--- src/rtl/iowin_pkg.sv ---
package iowin_pkg;
  localparam int PA_W    = 48;
  localparam int GRAN_LG = 20;
  localparam int UNIT_W  = PA_W - GRAN_LG;
  localparam int TGT_W   = 4;
  localparam int REG_W   = 32;
  localparam int CFG_AW  = 12;

  localparam logic [3:0] OFS_START = 4'h0;
  localparam logic [3:0] OFS_END   = 4'h8;
  localparam logic [3:0] OFS_TGT   = 4'hC;

  typedef logic [UNIT_W-1:0] unit_t;
  typedef logic [TGT_W-1:0]  tgt_t;
endpackage

--- src/rtl/iowin_regfile.sv ---
module iowin_regfile
  import iowin_pkg::*;
#(
  parameter int            NUM_WIN  = 16,
  parameter int            GCR_OFS  = 'h100,
  parameter logic [31:0]   W0_START = 32'h0000_0001,
  parameter logic [31:0]   W0_END   = 32'h0000_00F0,
  parameter logic [31:0]   W0_TGT   = 32'h0000_0001
) (
  input  logic                 clk,
  input  logic                 rst,
  input  logic                 cfg_wr,
  input  logic                 cfg_rd,
  input  logic [CFG_AW-1:0]    cfg_addr,
  input  logic [REG_W-1:0]     cfg_wdata,
  output logic [REG_W-1:0]     cfg_rdata,
  output logic [NUM_WIN-1:0]   win_en,
  output unit_t                win_lo  [NUM_WIN],
  output unit_t                win_hi  [NUM_WIN],
  output tgt_t                 win_tgt [NUM_WIN],
  output tgt_t                 dflt_tgt
);
  localparam int IDX_W  = (NUM_WIN > 1) ? $clog2(NUM_WIN) : 1;
  localparam int SLOT_W = CFG_AW - 4;

  logic [SLOT_W-1:0] slot;
  logic [3:0]        sub;
  logic [IDX_W-1:0]  idx;
  logic              in_win;
  logic              is_gcr;
  logic [REG_W-1:0]  rd_mux;

  assign slot   = cfg_addr[CFG_AW-1:4];
  assign sub    = cfg_addr[3:0];
  assign idx    = slot[IDX_W-1:0];
  assign in_win = (slot < SLOT_W'(NUM_WIN));
  assign is_gcr = (cfg_addr == CFG_AW'(GCR_OFS));

  // Per-window storage; window 0 carries the boot reset values
  for (genvar i = 0; i < NUM_WIN; i++) begin : g_win
    always_ff @(posedge clk) begin
      if (rst) begin
        win_en[i]  <= (i == 0) ? W0_START[0]          : 1'b0;
        win_lo[i]  <= (i == 0) ? W0_START[REG_W-1:4]  : '0;
        win_hi[i]  <= (i == 0) ? W0_END[REG_W-1:4]    : '0;
        win_tgt[i] <= (i == 0) ? W0_TGT[TGT_W-1:0]    : '0;
      end else if (cfg_wr && in_win && (idx == IDX_W'(i))) begin
        case (sub)
          OFS_START: begin
            win_lo[i] <= cfg_wdata[REG_W-1:4];
            win_en[i] <= cfg_wdata[0];
          end
          OFS_END: win_hi[i]  <= cfg_wdata[REG_W-1:4];
          OFS_TGT: win_tgt[i] <= cfg_wdata[TGT_W-1:0];
          default: ;
        endcase
      end
    end
  end

  always_ff @(posedge clk) begin
    if (rst)                   dflt_tgt <= '0;
    else if (cfg_wr && is_gcr) dflt_tgt <= cfg_wdata[TGT_W-1:0];
  end

  always_comb begin
    rd_mux = '0;
    if (in_win) begin
      case (sub)
        OFS_START: rd_mux = {win_lo[idx], 3'b000, win_en[idx]};
        OFS_END:   rd_mux = {win_hi[idx], 4'b0000};
        OFS_TGT:   rd_mux = {{(REG_W-TGT_W){1'b0}}, win_tgt[idx]};
        default:   rd_mux = '0;
      endcase
    end else if (is_gcr) begin
      rd_mux = {{(REG_W-TGT_W){1'b0}}, dflt_tgt};
    end
  end

  always_ff @(posedge clk) begin
    if (rst)         cfg_rdata <= '0;
    else if (cfg_rd) cfg_rdata <= rd_mux;
  end

  // padding bits of a start-register read are zero
  assert_pad_zero_R2: assert property (@(posedge clk) disable iff (rst)
    $past(cfg_rd && in_win && (sub == OFS_START)) |-> (cfg_rdata[3:1] == 3'b000));

  // unmapped offsets read as zero
  assert_unmapped_zero_R8: assert property (@(posedge clk) disable iff (rst)
    $past(cfg_rd && !in_win && !is_gcr) |-> (cfg_rdata == '0));
endmodule

--- src/rtl/iowin_match.sv ---
module iowin_match
  import iowin_pkg::*;
#(
  parameter int NUM_WIN = 16
) (
  input  unit_t                lk_unit,
  input  logic [NUM_WIN-1:0]   win_en,
  input  unit_t                win_lo [NUM_WIN],
  input  unit_t                win_hi [NUM_WIN],
  output logic [NUM_WIN-1:0]   hit_vec
);
  // One inclusive range comparator pair per window
  for (genvar i = 0; i < NUM_WIN; i++) begin : g_cmp
    logic ge_lo, le_hi;
    assign ge_lo      = (lk_unit >= win_lo[i]);
    assign le_hi      = (lk_unit <= win_hi[i]);
    assign hit_vec[i] = win_en[i] & ge_lo & le_hi;
  end
endmodule

--- src/rtl/iowin_select.sv ---
module iowin_select
  import iowin_pkg::*;
#(
  parameter int NUM_WIN = 16
) (
  input  logic                 clk,
  input  logic                 rst,
  input  logic [NUM_WIN-1:0]   hit_vec,
  input  tgt_t                 win_tgt [NUM_WIN],
  input  tgt_t                 dflt_tgt,
  output logic                 lk_hit,
  output tgt_t                 lk_target
);
  logic [NUM_WIN-1:0] grant;
  tgt_t               sel_tgt;

  // Isolate the lowest set bit: lowest-numbered window has priority
  assign grant = hit_vec & (~hit_vec + NUM_WIN'(1));

  always_comb begin
    sel_tgt = '0;
    for (int i = 0; i < NUM_WIN; i++) begin
      sel_tgt |= grant[i] ? win_tgt[i] : '0;
    end
  end

  always_ff @(posedge clk) begin
    if (rst) begin
      lk_hit    <= 1'b0;
      lk_target <= '0;
    end else begin
      lk_hit    <= |hit_vec;
      lk_target <= (|hit_vec) ? sel_tgt : dflt_tgt;
    end
  end

  // a granted window never has a lower-numbered matching window
  for (genvar i = 1; i < NUM_WIN; i++) begin : g_chk
    assert_lowest_wins_R4: assert property (@(posedge clk) disable iff (rst)
      grant[i] |-> (hit_vec[i-1:0] == '0));
  end
endmodule

--- src/rtl/iowin_decoder.sv ---
module iowin_decoder
  import iowin_pkg::*;
#(
  parameter int          NUM_WIN  = 16,
  parameter int          GCR_OFS  = 'h100,
  parameter logic [31:0] W0_START = 32'h0000_0001,
  parameter logic [31:0] W0_END   = 32'h0000_00F0,
  parameter logic [31:0] W0_TGT   = 32'h0000_0001
) (
  input  logic              clk,
  input  logic              rst,
  input  logic              cfg_wr,
  input  logic              cfg_rd,
  input  logic [11:0]       cfg_addr,
  input  logic [31:0]       cfg_wdata,
  output logic [31:0]       cfg_rdata,
  input  logic [47:0]       lk_addr,
  output logic [3:0]        lk_target,
  output logic              lk_hit
);
  logic [NUM_WIN-1:0] win_en;
  unit_t              win_lo  [NUM_WIN];
  unit_t              win_hi  [NUM_WIN];
  tgt_t               win_tgt [NUM_WIN];
  tgt_t               dflt_tgt;
  logic [NUM_WIN-1:0] hit_vec;
  unit_t              lk_unit;

  assign lk_unit = lk_addr[PA_W-1:GRAN_LG];

  iowin_regfile #(
    .NUM_WIN(NUM_WIN), .GCR_OFS(GCR_OFS),
    .W0_START(W0_START), .W0_END(W0_END), .W0_TGT(W0_TGT)
  ) u_regs (
    .clk(clk), .rst(rst), .cfg_wr(cfg_wr), .cfg_rd(cfg_rd),
    .cfg_addr(cfg_addr), .cfg_wdata(cfg_wdata), .cfg_rdata(cfg_rdata),
    .win_en(win_en), .win_lo(win_lo), .win_hi(win_hi),
    .win_tgt(win_tgt), .dflt_tgt(dflt_tgt)
  );

  iowin_match #(.NUM_WIN(NUM_WIN)) u_match (
    .lk_unit(lk_unit), .win_en(win_en), .win_lo(win_lo),
    .win_hi(win_hi), .hit_vec(hit_vec)
  );

  iowin_select #(.NUM_WIN(NUM_WIN)) u_sel (
    .clk(clk), .rst(rst), .hit_vec(hit_vec), .win_tgt(win_tgt),
    .dflt_tgt(dflt_tgt), .lk_hit(lk_hit), .lk_target(lk_target)
  );

  // a miss reports the default target held at the sampling edge
  assert_miss_default_R5: assert property (@(posedge clk) disable iff (rst)
    !lk_hit |-> (lk_target == $past(dflt_tgt)));

  // a hit is only possible while some window was enabled
  assert_hit_needs_enable_R3: assert property (@(posedge clk) disable iff (rst)
    lk_hit |-> $past(|win_en));
endmodule

--- config.mk ---
export PLATFORM = sky130hd
export DESIGN_NAME = iowin_decoder
export DESIGN_NICKNAME = d
export VERILOG_FILES = /design/src/rtl/iowin_pkg.sv /design/src/rtl/iowin_regfile.sv /design/src/rtl/iowin_match.sv /design/src/rtl/iowin_select.sv /design/src/rtl/iowin_decoder.sv
export SDC_FILE = /design/constraint.sdc
export NUM_CORES = 2
export LEC_CHECK = 0
export BUFFER_PORTS_ARGS = -buffer_cell sky130_fd_sc_hd__buf_4
export CORE_MARGIN = 2
export CORE_UTILIZATION = 64
export CTS_CLUSTER_DIAMETER = 100
export DETAILED_ROUTE_END_ITERATION = 12
export GPL_TIMING_DRIVEN = 0
export PLACE_DENSITY = 0.86
export SYNTH_ARGS = -nofsm -noshare
export SYNTH_HDL_FRONTEND = slang
export SYNTH_HIERARCHICAL = 1
export SYNTH_SLANG_ARGS = --single-unit
--- constraint.sdc ---
create_clock -name clk -period 4.6 [get_ports clk]
set_clock_uncertainty 0.1 [all_clocks]
set_input_delay 0.69 -clock clk [delete_from_list [all_inputs] [get_ports clk]]
set_output_delay 0.69 -clock clk [all_outputs]
set_load 0.005 [all_outputs]
==> results summary <==
The number of H-tree levels is 3. The final critical-path setup slack came out at -0.244 ns. The worst setup path is captured at a flop. The die covers 106000 um^2.

The number of synthesis warnings is 6. The area fraction of the dominant cell type after synthesis is 30.9%. The count of flip-flops with a built-in enable after synthesis is 0.

Summing over every cut layer, the via total after detailed routing is 69072. The flow ran to the end, but the final reports show violations. In this run the mean area of a mapped cell was 7.91 um^2. The initial utilization of the core area, before any placement, comes to 64.6%. The origin of the critical flop-to-flop path is u_regs/win_lo[223].

The fraction of the cycle the final worst path needs came out at 105%. The number of synthesized register bits is 1017. The worst-skew pair later-pin latency came out at 0.74 ns. The worst reg-to-reg setup slack is -0.24 ns. Among all flip-flop cells after synthesis, the most frequent one is sky130_fd_sc_hd__dfxtp_1.

The transition at the pin with the smallest max-transition slack came out at 1.50 ns. The maximum achievable frequency came out at 206 MHz. Compared with the post-synthesis result, the final layout area differs by 11.2%. The first detailed-routing pass took 12 iterations.

The cell type of the slowest stage on the worst timing path is sky130_fd_sc_hd__nor3_1. Summed over all nets, the half-perimeter wirelength after detailed placement is 234000 um. Cells fill 71.8% of the core in the end. In this run the power density over the cells is 293 nW/um^2. After the last flow step, the layout net total stands at 9556. The remaining global-route overflow came out at 0.

On the critical path the largest part of the delay comes from compound AO/OA/AOI/OAI gates. The highest ir drop seen on vdd came out at 339 uV. The post-layout minimum cycle time came out at 4.84 ns. The instance count on the critical path came out at 12. The initial DRC count is 11473. The global-route wire length before repair is 432000 um. The CTS clock-pin slew for the worst setup and hold paths is 0.07 ns.

The filler cell count in the final layout came out at 8122. sky130_fd_sc_hd__nand2_1 is the most common cell in the netlist. Dividing the detail-routed via count by the number of cells gives 6.87. The hold buffer count at CTS is 0. The number of ports placed on the die boundary is 133. The final standard cell count with taps included and fillers excluded is 10059. The final hold violation count came to 0. The via count of the first global-routing pass was 65048. Cells with a size suffix above 1 make up 9.71% of the layout. The cell type with the largest total area after synthesis is sky130_fd_sc_hd__dfxtp_1. The peak per-stage delay on the critical path is 0.94 ns. The total leakage power came out at 25.2 nW. The number of max-capacitance violations reported is 1. By area the synthesized netlist is led by sky130_fd_sc_hd__dfxtp_1, sky130_fd_sc_hd__ha_1, sky130_fd_sc_hd__nand2_1, sky130_fd_sc_hd__a21oi_1, sky130_fd_sc_hd__mux4_2. The number of remaining DRC errors is 0. The worst reg-to-reg path cell count is 12. The number of nets produced by synthesis is 9320. CTS placed an instance of sky130_fd_sc_hd__clkbuf_16 at the clock tree root. The number of pins with negative max-slew slack in the final report is 0. The worst setup path is of the flop to flop kind. The placeable core region came out at 102000 um^2. The relative max-transition margin came out at 0.117%. Counting tap cells, the placed design contains a total of 9808 instances. The final setup violation count is 3. The final reports fail on capacitance limit, setup timing.

Dividing the detail-routed wire length by the instance count gives 30.6 um. The number of instances in the synthesized netlist is 8328. At the end of routability-driven placement, the weighted congestion stood at 1.12. The worst register-to-register path ends at u_sel/lk_target[3]. TritonCTS built the clock tree.

The worst setup path is launched from a flop. The portion of the post-synthesis area used by sequential elements is 30.9%. The data arrival time of the critical path came out at 5.32 ns. The synthesized netlist occupies a cell area of 65900 um^2.

The chip height is 325 um. The synthesized netlist contains 70 unique library cells. Tracing the worst setup path back leads to its startpoint at u_regs/win_lo[223]. The final wirelength came out at 308000 um. The horizontal die dimension came out at 325 um.

The maximum fanout along the worst path came out at 9. The number of antenna violations at the first check in global routing is 28. Traced cell by cell, the critical path runs through inv_1, ha_1, nand4_1, nor3_1, o21ai_2, a22oi_2, or4_1, buf_2, or4_4, a2111oi_2, a2111oi_0, a31oi_1.

At the worst endpoint, the required time is 5.08 ns. The total number of placement rows came out at 117. The maximum number of buffers from clock root to sink came out at 3.

The largest net degree at the start of global routing is 33. Counting instances in the post-synthesis netlist gives the leading cell types as sky130_fd_sc_hd__nand2_1, sky130_fd_sc_hd__a21oi_1, sky130_fd_sc_hd__dfxtp_1. The most critical setup path has its endpoint at u_sel/lk_target[3]. The number of I/O port buffers is 105. Together, buffers and inverters on the worst path number 2.

Clock tree synthesis found a total of 1017 sinks. The total CTS buffers is 110. The worst min-delay path category is input port to flop. The global-route usage over all layers came out at 56.4%.

The number of nets still failing antenna checks after routing came out at 0. Counting flops with an async set or reset pin after synthesis yields a share of 0%.
per-stage QoR:
stage	total power, mW	hold slack, ns	area, um^2	TNS, ns	setup WS, ns
floorplan	10.2	0.342	65900	0	0.385
global placement	11.2	0.353	68400	-245.53	-2.85
detailed placement	11.3	0.360	68500	-138.56	-1.72
CTS	21.2	0.125	72900	0	0.0184
global route	21.8	0.144	73200	-0.123	-0.0708
finish	21.5	0.143	73300	-0.654	-0.244
cells in the final DEF (no fill, tap or decap), types with 18 or more instances in the layout:
master / instances
sky130_fd_sc_hd__a211oi_1: 53
sky130_fd_sc_hd__a21o_1: 145
sky130_fd_sc_hd__a21oi_1: 1271
sky130_fd_sc_hd__a221oi_1: 41
sky130_fd_sc_hd__a22o_1: 55
sky130_fd_sc_hd__a22oi_1: 43
sky130_fd_sc_hd__a31oi_1: 32
sky130_fd_sc_hd__and4_1: 18
sky130_fd_sc_hd__buf_2: 156
sky130_fd_sc_hd__buf_4: 103
sky130_fd_sc_hd__buf_6: 23
sky130_fd_sc_hd__bufinv_16: 18
sky130_fd_sc_hd__clkbuf_1: 353
sky130_fd_sc_hd__clkbuf_16: 115
sky130_fd_sc_hd__clkbuf_8: 32
sky130_fd_sc_hd__dfxtp_1: 1017
sky130_fd_sc_hd__diode_2: 34
sky130_fd_sc_hd__ha_1: 896
sky130_fd_sc_hd__inv_1: 876
sky130_fd_sc_hd__mux2_2: 28
sky130_fd_sc_hd__mux2i_1: 67
sky130_fd_sc_hd__mux4_2: 216
sky130_fd_sc_hd__nand2_1: 2052
sky130_fd_sc_hd__nand3_1: 85
sky130_fd_sc_hd__nand4_1: 195
sky130_fd_sc_hd__nor2_1: 113
sky130_fd_sc_hd__nor2b_1: 91
sky130_fd_sc_hd__nor3_1: 36
sky130_fd_sc_hd__nor4_1: 18
sky130_fd_sc_hd__o211ai_1: 33
sky130_fd_sc_hd__o21ai_0: 169
sky130_fd_sc_hd__or2_2: 33
flip-flops by register name, indices dropped and copies added, names as in the netlist:
register	count
u_regs/win_hi	448
u_regs/win_lo	448
u_regs/win_tgt	64
u_regs/cfg_rdata	32
u_regs/win_en	16
u_regs/dflt_tgt	4
u_sel/lk_target	4
u_sel/lk_hit	1
cells by family (layout without fill, tap and decap cells):
kind of cell             Yosys count  after routing  synth area share [%]
adder cells (fa/ha/maj)          896            896                  17.0
AO/OA/AOI/OAI                   1974           1974                  17.2
other                              0             34                     0
flip-flops                      1017           1017                  30.9
multiplexers                     311            311                  8.88
buffers and inverters           1382           1711                  8.20
AND/OR/NAND/NOR                 2748           2748                  17.8
report_power, final:
group	leakage [nW]	switching, mW	internal (mW)
Clock	2.00	4.06	6.07
Sequential	8.19	0.00301	8.81
Combinational	15.0	1.85	0.719
how the worst min path moves through the flow:
| stage | from | end | slack [ns] | cells after the start |
|---|---|---|---|---|
| floorplan | u_regs/win_en[1] | u_regs/win_en[1] | 0.34 | 2 |
| global placement | u_regs/win_en[9] | u_regs/win_en[9] | 0.35 | 2 |
| detailed placement | u_regs/win_lo[2] | u_regs/win_lo[2] | 0.36 | 2 |
| CTS | rst | u_sel/lk_target[0] | 0.13 | 2 |
| global route | rst | u_sel/lk_hit | 0.14 | 2 |
| finish | cfg_wdata[25] | u_regs/win_lo[413] | 0.14 | 3 |
timing repair:
item | in CTS | in global routing
setup buffers | 6 | 4
gates resized for setup | 69 | 48
pin swaps | 3 | 7
gates cloned | 0 | 0
setup endpoints to repair | 5 | 5
routing by layer:
metal / global-route usage [%] / part of all wire, % / vias to the layer above
li1: - / - / 29208
met1: 62.5 / 32 / 32113
met2: 81.9 / 41 / 5865
met3: 21.1 / 15 / 1877
met4: 56.5 / 12 / 9
met5: 1.13 / 0.058 / -
layout make-up:
class	instances	area, um^2	share of cell area (%)
Buffer	505	2120	2.89
Timing Repair Buffer	124	1050	1.43
Inverter	877	3290	4.49
Clock inverter	41	684	0.934
Clock buffer	164	3380	4.61
Multi-Input combinational cell	5929	40600	55.4
Sequential cell	1017	20400	27.8
Antenna cell	34	85.1	0.116
Tap cell	1368	1710	2.34
worst reg2reg max path, delay by kind of cell, from the launching register on:
family	cells	cell delay (ns)
AO/OA/AOI/OAI	5	1.90
adder cells (fa/ha/maj)	1	0.35
buffers and inverters	2	0.32
flip-flops	1	0.52
AND/OR/NAND/NOR	4	1.52
Power figures use the tool's default switching activity.
